[config.mk]
export PLATFORM = sky130hd
export DESIGN_NAME = cfg_blk_writer
export DESIGN_NICKNAME = d
export VERILOG_FILES = /design/src/rtl/cfg_blk_pkg.sv /design/src/rtl/cfg_blk_dpath.sv /design/src/rtl/cfg_blk_ctrl.sv /design/src/rtl/cfg_blk_writer.sv
export SDC_FILE = /design/constraint.sdc
export NUM_CORES = 1
export LEC_CHECK = 0
export CORE_AREA = 2 2 459 461
export CTS_CLUSTER_SIZE = 14
export DETAILED_ROUTE_END_ITERATION = 16
export DIE_AREA = 0 0 461 463
export GPL_TIMING_DRIVEN = 0
export SETUP_SLACK_MARGIN = 0.3
export SLEW_MARGIN = 40
export SYNTH_ARGS = -nofsm -noshare
export SYNTH_HDL_FRONTEND = slang
export SYNTH_SLANG_ARGS = --single-unit
[constraint.sdc]
create_clock -name clk -period 3.9 [get_ports clk]
set_input_delay 0.39 -clock clk [delete_from_list [all_inputs] [get_ports clk]]
set_output_delay 0.39 -clock clk [all_outputs]
set_load 0.02 [all_outputs]
[src/rtl/cfg_blk_pkg.sv]
package cfg_blk_pkg;

  typedef enum logic [2:0] {
    ST_IDLE,
    ST_CMD,
    ST_DATA,
    ST_DONE,
    ST_REJECT
  } ctrlState_t;

  typedef struct packed {
    logic clrAcc;
    logic wrByte;
  } dpStrobe_t;

endpackage

[src/rtl/cfg_blk_dpath.sv]
module cfg_blk_dpath
  import cfg_blk_pkg::*;
#(
  parameter int DATA_BYTES = 146,
  localparam int CW = $clog2(DATA_BYTES + 1),
  localparam int DW = DATA_BYTES * 8
) (
  input  logic          clk,
  input  logic          rstN,
  input  dpStrobe_t     strobe,
  input  logic [CW-1:0] wrIndex,
  input  logic [7:0]    byteData,
  output logic          chkMatch,
  output logic [DW-1:0] commitData
);

  logic [7:0] xorAcc;
  logic [7:0] shadow [DATA_BYTES];

  always_ff @(posedge clk or negedge rstN) begin
    if (!rstN) begin
      xorAcc <= 8'h00;
    end else if (strobe.clrAcc) begin
      xorAcc <= 8'h00;
    end else if (strobe.wrByte) begin
      xorAcc <= xorAcc ^ byteData;
    end
  end

  assign chkMatch = (xorAcc == byteData);

  for (genvar g = 0; g < DATA_BYTES; g++) begin : g_slot
    always_ff @(posedge clk or negedge rstN) begin
      if (!rstN) begin
        shadow[g] <= 8'h00;
      end else if (strobe.wrByte && (wrIndex == CW'(g))) begin
        shadow[g] <= byteData;
      end
    end
    assign commitData[g*8 +: 8] = shadow[g];
  end


  shadow_hold_chk: assert property (@(posedge clk) disable iff (!rstN)
    !strobe.wrByte |=> $stable(commitData));


  acc_fold_chk: assert property (@(posedge clk) disable iff (!rstN)
    (strobe.wrByte && !strobe.clrAcc) |=> (xorAcc == ($past(xorAcc) ^ $past(byteData))));

endmodule

[src/rtl/cfg_blk_ctrl.sv]
module cfg_blk_ctrl
  import cfg_blk_pkg::*;
#(
  parameter int         DATA_BYTES   = 146,
  parameter logic [7:0] CMD_DEFAULTS = 8'h03,
  parameter logic [7:0] CMD_LIVE     = 8'h05,
  localparam int CW = $clog2(DATA_BYTES + 1)
) (
  input  logic          clk,
  input  logic          rstN,
  input  logic          frameStart,
  input  logic          frameStop,
  input  logic          byteValid,
  input  logic [7:0]    byteData,
  input  logic          chkMatch,
  output dpStrobe_t     strobe,
  output logic [CW-1:0] wrIndex,
  output logic          ackValid,
  output logic          ackOk,
  output logic          commitPulse,
  output logic          commitLive,
  output logic          passFlag,
  output logic          failFlag
);

  localparam logic [CW-1:0] LAST_IDX = CW'(DATA_BYTES);

  ctrlState_t    state;
  logic [CW-1:0] byteCnt;
  logic          byteTake;
  logic          cmdOk;
  logic          dataSlot;
  logic          checkSlot;

  assign byteTake  = byteValid && !frameStart && !frameStop;
  assign cmdOk     = (byteData == CMD_DEFAULTS) || (byteData == CMD_LIVE);
  assign dataSlot  = byteTake && (state == ST_DATA) && (byteCnt < LAST_IDX);
  assign checkSlot = byteTake && (state == ST_DATA) && (byteCnt == LAST_IDX);

  always_comb begin
    strobe        = '0;
    strobe.clrAcc = byteTake && (state == ST_CMD) && cmdOk;
    strobe.wrByte = dataSlot;
  end

  assign wrIndex = byteCnt;

  always_ff @(posedge clk or negedge rstN) begin
    if (!rstN) begin
      state       <= ST_IDLE;
      byteCnt     <= '0;
      ackValid    <= 1'b0;
      ackOk       <= 1'b0;
      commitPulse <= 1'b0;
      commitLive  <= 1'b0;
      passFlag    <= 1'b0;
      failFlag    <= 1'b0;
    end else begin
      ackValid    <= 1'b0;
      commitPulse <= 1'b0;
      if (frameStart) begin
        state    <= ST_CMD;
        byteCnt  <= '0;
        passFlag <= 1'b0;
        failFlag <= 1'b0;
      end else if (frameStop) begin
        if (state == ST_DATA) failFlag <= 1'b1;
        state <= ST_IDLE;
      end else if (byteValid) begin
        ackValid <= 1'b1;
        ackOk    <= 1'b0;
        unique case (state)
          ST_CMD: begin
            if (cmdOk) begin
              ackOk      <= 1'b1;
              commitLive <= (byteData == CMD_LIVE);
              byteCnt    <= '0;
              state      <= ST_DATA;
            end else begin
              state <= ST_REJECT;
            end
          end
          ST_DATA: begin
            if (byteCnt < LAST_IDX) begin
              ackOk   <= 1'b1;
              byteCnt <= byteCnt + CW'(1);
            end else begin
              state <= ST_DONE;
              if (chkMatch) begin
                ackOk       <= 1'b1;
                commitPulse <= 1'b1;
                passFlag    <= 1'b1;
              end else begin
                failFlag <= 1'b1;
              end
            end
          end
          default: ackOk <= 1'b0;
        endcase
      end
    end
  end


  cnt_bound_chk: assert property (@(posedge clk) disable iff (!rstN)
    byteCnt <= LAST_IDX);


  commit_ack_chk: assert property (@(posedge clk) disable iff (!rstN)
    commitPulse |-> (ackValid && ackOk && passFlag));


  commit_single_chk: assert property (@(posedge clk) disable iff (!rstN)
    commitPulse |=> !commitPulse);


  nak_no_commit_chk: assert property (@(posedge clk) disable iff (!rstN)
    (ackValid && !ackOk) |-> !commitPulse);


  flags_excl_chk: assert property (@(posedge clk) disable iff (!rstN)
    !(passFlag && failFlag));


  done_nak_chk: assert property (@(posedge clk) disable iff (!rstN)
    (byteTake && (state == ST_DONE)) |=> (ackValid && !ackOk && $stable(passFlag) && $stable(failFlag)));


  idle_nak_chk: assert property (@(posedge clk) disable iff (!rstN)
    (byteTake && (state == ST_IDLE)) |=> (ackValid && !ackOk));


  reject_nak_chk: assert property (@(posedge clk) disable iff (!rstN)
    (byteTake && (state == ST_REJECT)) |=> (ackValid && !ackOk));


  start_clear_chk: assert property (@(posedge clk) disable iff (!rstN)
    frameStart |=> (!passFlag && !failFlag && !commitPulse));

endmodule

[src/rtl/cfg_blk_writer.sv]
module cfg_blk_writer
  import cfg_blk_pkg::*;
#(
  parameter int         DATA_BYTES   = 146,
  parameter logic [7:0] CMD_DEFAULTS = 8'h03,
  parameter logic [7:0] CMD_LIVE     = 8'h05
) (
  input  logic                    clk,
  input  logic                    rstN,
  input  logic                    frameStart,
  input  logic                    frameStop,
  input  logic                    byteValid,
  input  logic [7:0]              byteData,
  output logic                    ackValid,
  output logic                    ackOk,
  output logic                    commitPulse,
  output logic                    commitLive,
  output logic [DATA_BYTES*8-1:0] commitData,
  output logic                    passFlag,
  output logic                    failFlag
);

  localparam int CW = $clog2(DATA_BYTES + 1);

  dpStrobe_t     strobe;
  logic [CW-1:0] wrIndex;
  logic          chkMatch;

  cfg_blk_ctrl #(
    .DATA_BYTES  (DATA_BYTES),
    .CMD_DEFAULTS(CMD_DEFAULTS),
    .CMD_LIVE    (CMD_LIVE)
  ) u_ctrl (
    .clk        (clk),
    .rstN       (rstN),
    .frameStart (frameStart),
    .frameStop  (frameStop),
    .byteValid  (byteValid),
    .byteData   (byteData),
    .chkMatch   (chkMatch),
    .strobe     (strobe),
    .wrIndex    (wrIndex),
    .ackValid   (ackValid),
    .ackOk      (ackOk),
    .commitPulse(commitPulse),
    .commitLive (commitLive),
    .passFlag   (passFlag),
    .failFlag   (failFlag)
  );

  cfg_blk_dpath #(
    .DATA_BYTES(DATA_BYTES)
  ) u_dpath (
    .clk       (clk),
    .rstN      (rstN),
    .strobe    (strobe),
    .wrIndex   (wrIndex),
    .byteData  (byteData),
    .chkMatch  (chkMatch),
    .commitData(commitData)
  );

endmodule

; Word level (Yosys, flattened, before mapping)
; Cells that the tools add are included.
[classes]
addsub = 1
order_cmp = 1
eq_ne = 157
mux = 39
bitwise = 3
reduce_logical = 169
[op_table]
columns = op, count
row1 = 8-bit by 7-bit == test with 1-bit output (second input constant), 64
row2 = 8-bit by 6-bit == test with 1-bit output (second input constant), 32
row3 = 1-bit logical AND, 152
row4 = 8-bit == test (second input constant), 18
row5 = 8-bit by 5-bit == test with 1-bit output (second input constant), 16
row6 = 8-bit by 4-bit == test with 1-bit output (second input constant), 8
row7 = 8-bit two-way mux, 7
row8 = 8-bit by 3-bit == test with 1-bit output (second input constant), 5
row9 = 8-bit by 2-bit == test with 1-bit output (second input constant), 3
row10 = 1-bit two-way mux, 24
row11 = 8-bit case mux with 2 select lines, 1
row12 = 3-bit two-way mux, 5
row13 = 5-bit AND reduction, 3
row14 = 3-bit inequality test (second input constant), 3
row15 = 8-bit by 1-bit adder with 8-bit output (second input constant), 1
row16 = 8-bit by 1-bit == test with 1-bit output (second input constant), 1
row17 = 8-bit == test, 1
row18 = 8-bit logical NOT, 1
row19 = 8-bit < comparator (second input constant), 1
row20 = 2-bit nonzero test, 4
row21 = 8-bit XOR, 1
row22 = 3-bit case mux with 2 select lines, 1
row23 = 3-bit AND reduction, 2
row24 = 3-bit nonzero test, 2
row25 = other kinds (11), 14
[totals]
register_bits = 1193
input_bits = 13
wordCells = 525

; Depth between registers and ports, before layout
[depth]
depth_word = 7
depth_mapped = 8
depth_no_buf = 5

; Modules after synthesis
; Synthesis repeated with hierarchy kept, for this count alone.
[hier_totals]
hier_cells = 2839
hier_area_um2 = 46384.5
[modules_own_cells]
columns = module, instances, cells_per_inst, area_per_inst_um2
row1 = cfg_blk_dpath, 1, 2742, 45408.6
row2 = cfg_blk_ctrl, 1, 97, 975.9

; Worst setup path before layout
; OpenSTA, ideal clock, no wires.
[synth_timing]
path_type = reg2reg
from = reg u_ctrl.state[2]
to = reg u_dpath.shadow (netlist bit u_dpath.commitData[504])
t_arrival_ns = 2.207
slack_ns = 1.568
path_stages_with_launch = 8
n_path_buf = 3
period_less_slack_ns = 2.332
cell_sequence = dfrtp_1 buf_6 or4b_1 nor4b_1 buf_4 and3_1 buf_4 mux2_2
[synth_between]
elab_chain_cells = 4
[synth_lines]
columns = item, line_no
row1 = start: declaration, cfg_blk_ctrl.sv:28  ; ctrlState_t state;
row2 = start signal: assignment, cfg_blk_ctrl.sv:50  ; state <= ST_IDLE;
row3 = start signal: assignment, cfg_blk_ctrl.sv:62  ; state <= ST_CMD;
row4 = start signal: assignment, cfg_blk_ctrl.sv:68  ; state <= ST_IDLE;
row5 = 3-bit by 2-bit == test with 1-bit output, cfg_blk_ctrl.sv:37  ; assign dataSlot = byteTake && (state == ST_DATA) && (byteCnt < LAST_IDX);
row6 = 1-bit logical AND (2 in a row), cfg_blk_ctrl.sv:37
row7 = 1-bit logical AND, cfg_blk_dpath.sv:36  ; end else if (strobe.wrByte && (wrIndex == CW'(g))) begin
row8 = end signal: indexed assignment, cfg_blk_dpath.sv:37  ; shadow[g] <= byteData;
row9 = end: declaration, cfg_blk_dpath.sv:18  ; logic [7:0] shadow [DATA_BYTES];
; Every way passes these cells.
; A chain may end at the register's enable or synchronous reset.

; Worst setup path in the final report
[layout_timing]
from = reg u_ctrl.byteCnt[3] (netlist: u_ctrl.wrIndex[3])
to = reg u_dpath.shadow (netlist bit u_dpath.commitData[848])
[layout_between]
elab_chain_cells = 3
[layout_lines]
columns = item, line_no
row1 = start: declaration, cfg_blk_ctrl.sv:29  ; logic [CW-1:0] byteCnt;
row2 = start signal: assignment, cfg_blk_ctrl.sv:86  ; byteCnt <= byteCnt + CW'(1);
row3 = 8-bit < comparator, cfg_blk_ctrl.sv:37
row4 = 1-bit logical AND, cfg_blk_ctrl.sv:37
row5 = 1-bit logical AND *, cfg_blk_dpath.sv:36
; Mark *: on every way between the ends. The rest lies on a longest branch, timed or not.

==> results.py <==
metrics = {
    "pwr": {
        "leakage_nw": 30.9,
        "p_clk_share_pct": 49.5,
        "swShare_pct": 24.0,
        "seqPwrFrac_pct": 46.8,
        "comb_power_share_pct": 3.6,
        "total_power_mw": 26.5,
        "internal_power_mw": 20.2,
        "switching_power_mw": 6.36,
        "ir_worst_vdd_uv": 412,
        "p_per_area_nw_per_um2": 392,
    },
    "worst_hold_path": {
        "hp-class": "input pin to asynchronous set/reset pin",
    },
    "routing": {
        "ant_nets": 0,
        "vias_per_cell": 4.29,
        "wl_per_cell_um": 28.9,
        "vias": 30811,
        "drtIter0Drc": 1636,
        "first_pass_iters": 5,
        "drt_wl_total_um": 208000,
        "drc": 0,
    },
    "setup_path": {
        "cp-end-kind": "flip-flop",
        "r2r_slack_ps": 470,
        "crit_type": "flip-flop to flip-flop",
        "cp.required_ps": 4550,
        "crit_arrival_ps": 4080,
        "r2r-start": "u_ctrl.wrIndex[3]",
        "r2r-end": "u_dpath.commitData[848]",
        "path_max_fanout": 10,
        "ff2ff_path_depth": 6,
        "cp-start-kind": "flip-flop",
    },
    "floorplanning": {
        "die_h_um": 463,
        "dieWidth_um": 461,
        "rows": 168,
        "pin_count": 1187,
        "start_util_pct": 22.4,
        "design.core.area_um2": 209000,
        "die-area_um2": 213000,
    },
    "clocking": {
        "clock_path_buffers": 3,
        "cts-buffers-inserted": 139,
        "clkTransAtPathRegs_ps": 60,
        "cts-root-buf": "clkbuf_16",
        "cts_tree": "built",
        "clock_latency_ps": 780,
        "clock_sinks": 1193,
        "htreeDepth": 4,
        "cts.repair.resized": 0,
    },
    "synth": {
        "synth_most_common_cell": "dfrtp_1",
        "synth_top_area_cell": "dfrtp_1",
        "synth.ff_latch_count": 1193,
        "synthTopCellsByArea": "dfrtp_1 64%, mux2_2 28%, nor2_4 1.8%",
        "ys.flop_type": "dfrtp_1",
        "async_flop_share_pct": 100,
        "synth_cells": 2882,
        "synth_commonest_cells": "1,193 x dfrtp_1, 1,165 x mux2_2, 139 x clkbuf_1, 74 x nor2_4, 40 x nand2_1",
        "syn_area_um2": 46600,
        "seq_area_frac_synth_pct": 64.0,
        "yosysTopAreaCellShare_pct": 64.0,
        "synth_nets": 2899,
        "ys_types": 61,
        "synth-edff-count": 0,
        "postSynthAreaPerCell_um2": 16.2,
        "yosys_warnings": 0,
    },
    "grt": {
        "grt_pass1_wl_um": 281000,
        "grt_overflow": 0,
        "grt_usage_pct": 19.1,
        "grt_max_degree": 109,
        "antenna_found_initial": 28,
        "grt_pass1_vias": 32400,
    },
    "sta": {
        "hold_violations": 0,
        "whs_ps": 167,
        "finalCritPeriodShare_pct": 88.0,
        "fin_worst_skew_ps": 29.9,
        "tns_ps": 0,
        "relSlewSlack_pct": 40.6,
        "max_freq_mhz": 292,
        "setup_viol": 0,
        "slew_viol_final": 0,
        "worst_slew_pin_slew_ps": 885,
        "min_period_ps": 3430,
        "rsz0062_at_grt": "no",
    },
    "finish": {
        "final_util_pct": 32.4,
        "layout-drive-gt1-share_pct": 38.5,
        "nets": 4269,
        "syn2layout_area_growth_pct": 45.0,
    },
    "placement": {
        "dp_hpwl_um": 159000,
        "globalplace.congestion": 0.812,
        "io_buffers": 1184,
    },
    "status": {
        "outcome": "finished, final reports clean",
    },
    "flow_run": {
        "cap_violations": 0,
    },
}
[power by group through the flow]
| stage | combinational, mW | sequential [mW] | clock, mW |
|---|---|---|---|
| after detailed placement | 1.00 | 12.7 | 0 |
| after global placement | 0.864 | 12.7 | 0 |
| final | 0.962 | 12.4 | 13.1 |
| after CTS | 1.01 | 12.4 | 13.5 |
| after global routing | 1.05 | 12.4 | 14.0 |
| after floorplan | 0.232 | 12.7 | 0 |
[critical path, stage by stage (launching register included)]
cell,delay [ps]
dfrtp_1,390
clkbuf_1,430
nor2b_1,190
clkbuf_2,510
nand4_1,660
nor2_2,690
mux2_2,400
[flip-flops by register name, indices dropped and copies added (netlist names)]
signal and cells:
u_ctrl.commitLive 1, u_ctrl.passFlag 1, u_ctrl.failFlag 1, u_ctrl.state 3
u_ctrl.wrIndex 8, u_ctrl.ackOk 1, u_ctrl.ackValid 1, u_dpath.commitData 1168
u_dpath.xorAcc 8, u_ctrl.commitPulse 1
[layer usage]
| metal | vias up | global-route usage [%] | routed length [um] |
|---|---|---|---|
| li1 | 12992 | - | - |
| met1 | 16297 | 22.7 | 82300 |
| met2 | 1280 | 32.1 | 100000 |
| met3 | 238 | 6.43 | 17800 |
| met4 | 4 | 6.52 | 7070 |
| met5 | - | 0 | 27 |
[cells by family after synthesis]
kind of cell	count (synthesis)	synth area share (%)
flip-flops	1193	64.0
multiplexers	1169	28.2
AND/OR/NAND/NOR	267	4.96
buffers and inverters	186	1.64
AO/OA/AOI/OAI	54	0.864
XOR/XNOR	9	0.169
adder cells (fa/ha/maj)	4	0.107
[cell usage in the layout (no fill, tap or decap), types with 7 or more instances in the layout]
master	instances
dfrtp_1	1193
clkdlybuf4s50_1	1183
mux2_2	1165
clkbuf_16	141
clkbuf_1	114
nor2_4	84
clkbuf_2	43
nand2_1	35
clkbuf_8	30
nor2_2	28
buf_4	27
clkinv_2	23
o21ai_0	21
buf_16	20
inv_1	16
buf_2	16
nor4_4	16
nor2_1	15
diode_2	12
nor2b_1	12
nand2_2	12
nand4_1	12
nor3_4	9
xor2_1	8
clkbuf_4	8
inv_6	7
[cell type report]
cell class	instances	area [um2]
multi-input cells	1503	16100
diodes	12	30.0
clock buffers	196	4040
flip-flops and latches	1193	29900
inverters	16	60.1
clock inverters	51	558
repair buffers	1229	12700
fillers	20767	141000
plain buffers	170	795
well taps	2805	3510
[through the flow]
step                      setup slack, ps  area [um2]  instances
after floorplan                      1570       46600       2882
after global placement             -53030       62000       6871
after detailed placement            -36.7       62900       6911
after CTS                             443       67600       7160
after global routing                  322       67600       7164
final                                 470       67600       7175
[worst max-delay path by stage]
stage,endpoint,from
CTS,u_dpath.commitData[848],u_ctrl.wrIndex[3]
floorplan,u_dpath.commitData[504],u_ctrl.state[2]
detailed placement,u_dpath.commitData[603],frameStart
finish,u_dpath.commitData[848],u_ctrl.wrIndex[3]
global placement,u_dpath.commitData[233],rstN
global route,u_dpath.commitData[845],u_ctrl.wrIndex[3]
[repair_timing]
item,4_1_cts,5_1_grt
hold buffers,1,0
setup buffers,1,0
hold endpoints to repair,243,0
setup endpoints to repair,32,0
(Power assumes the default switching activity.)
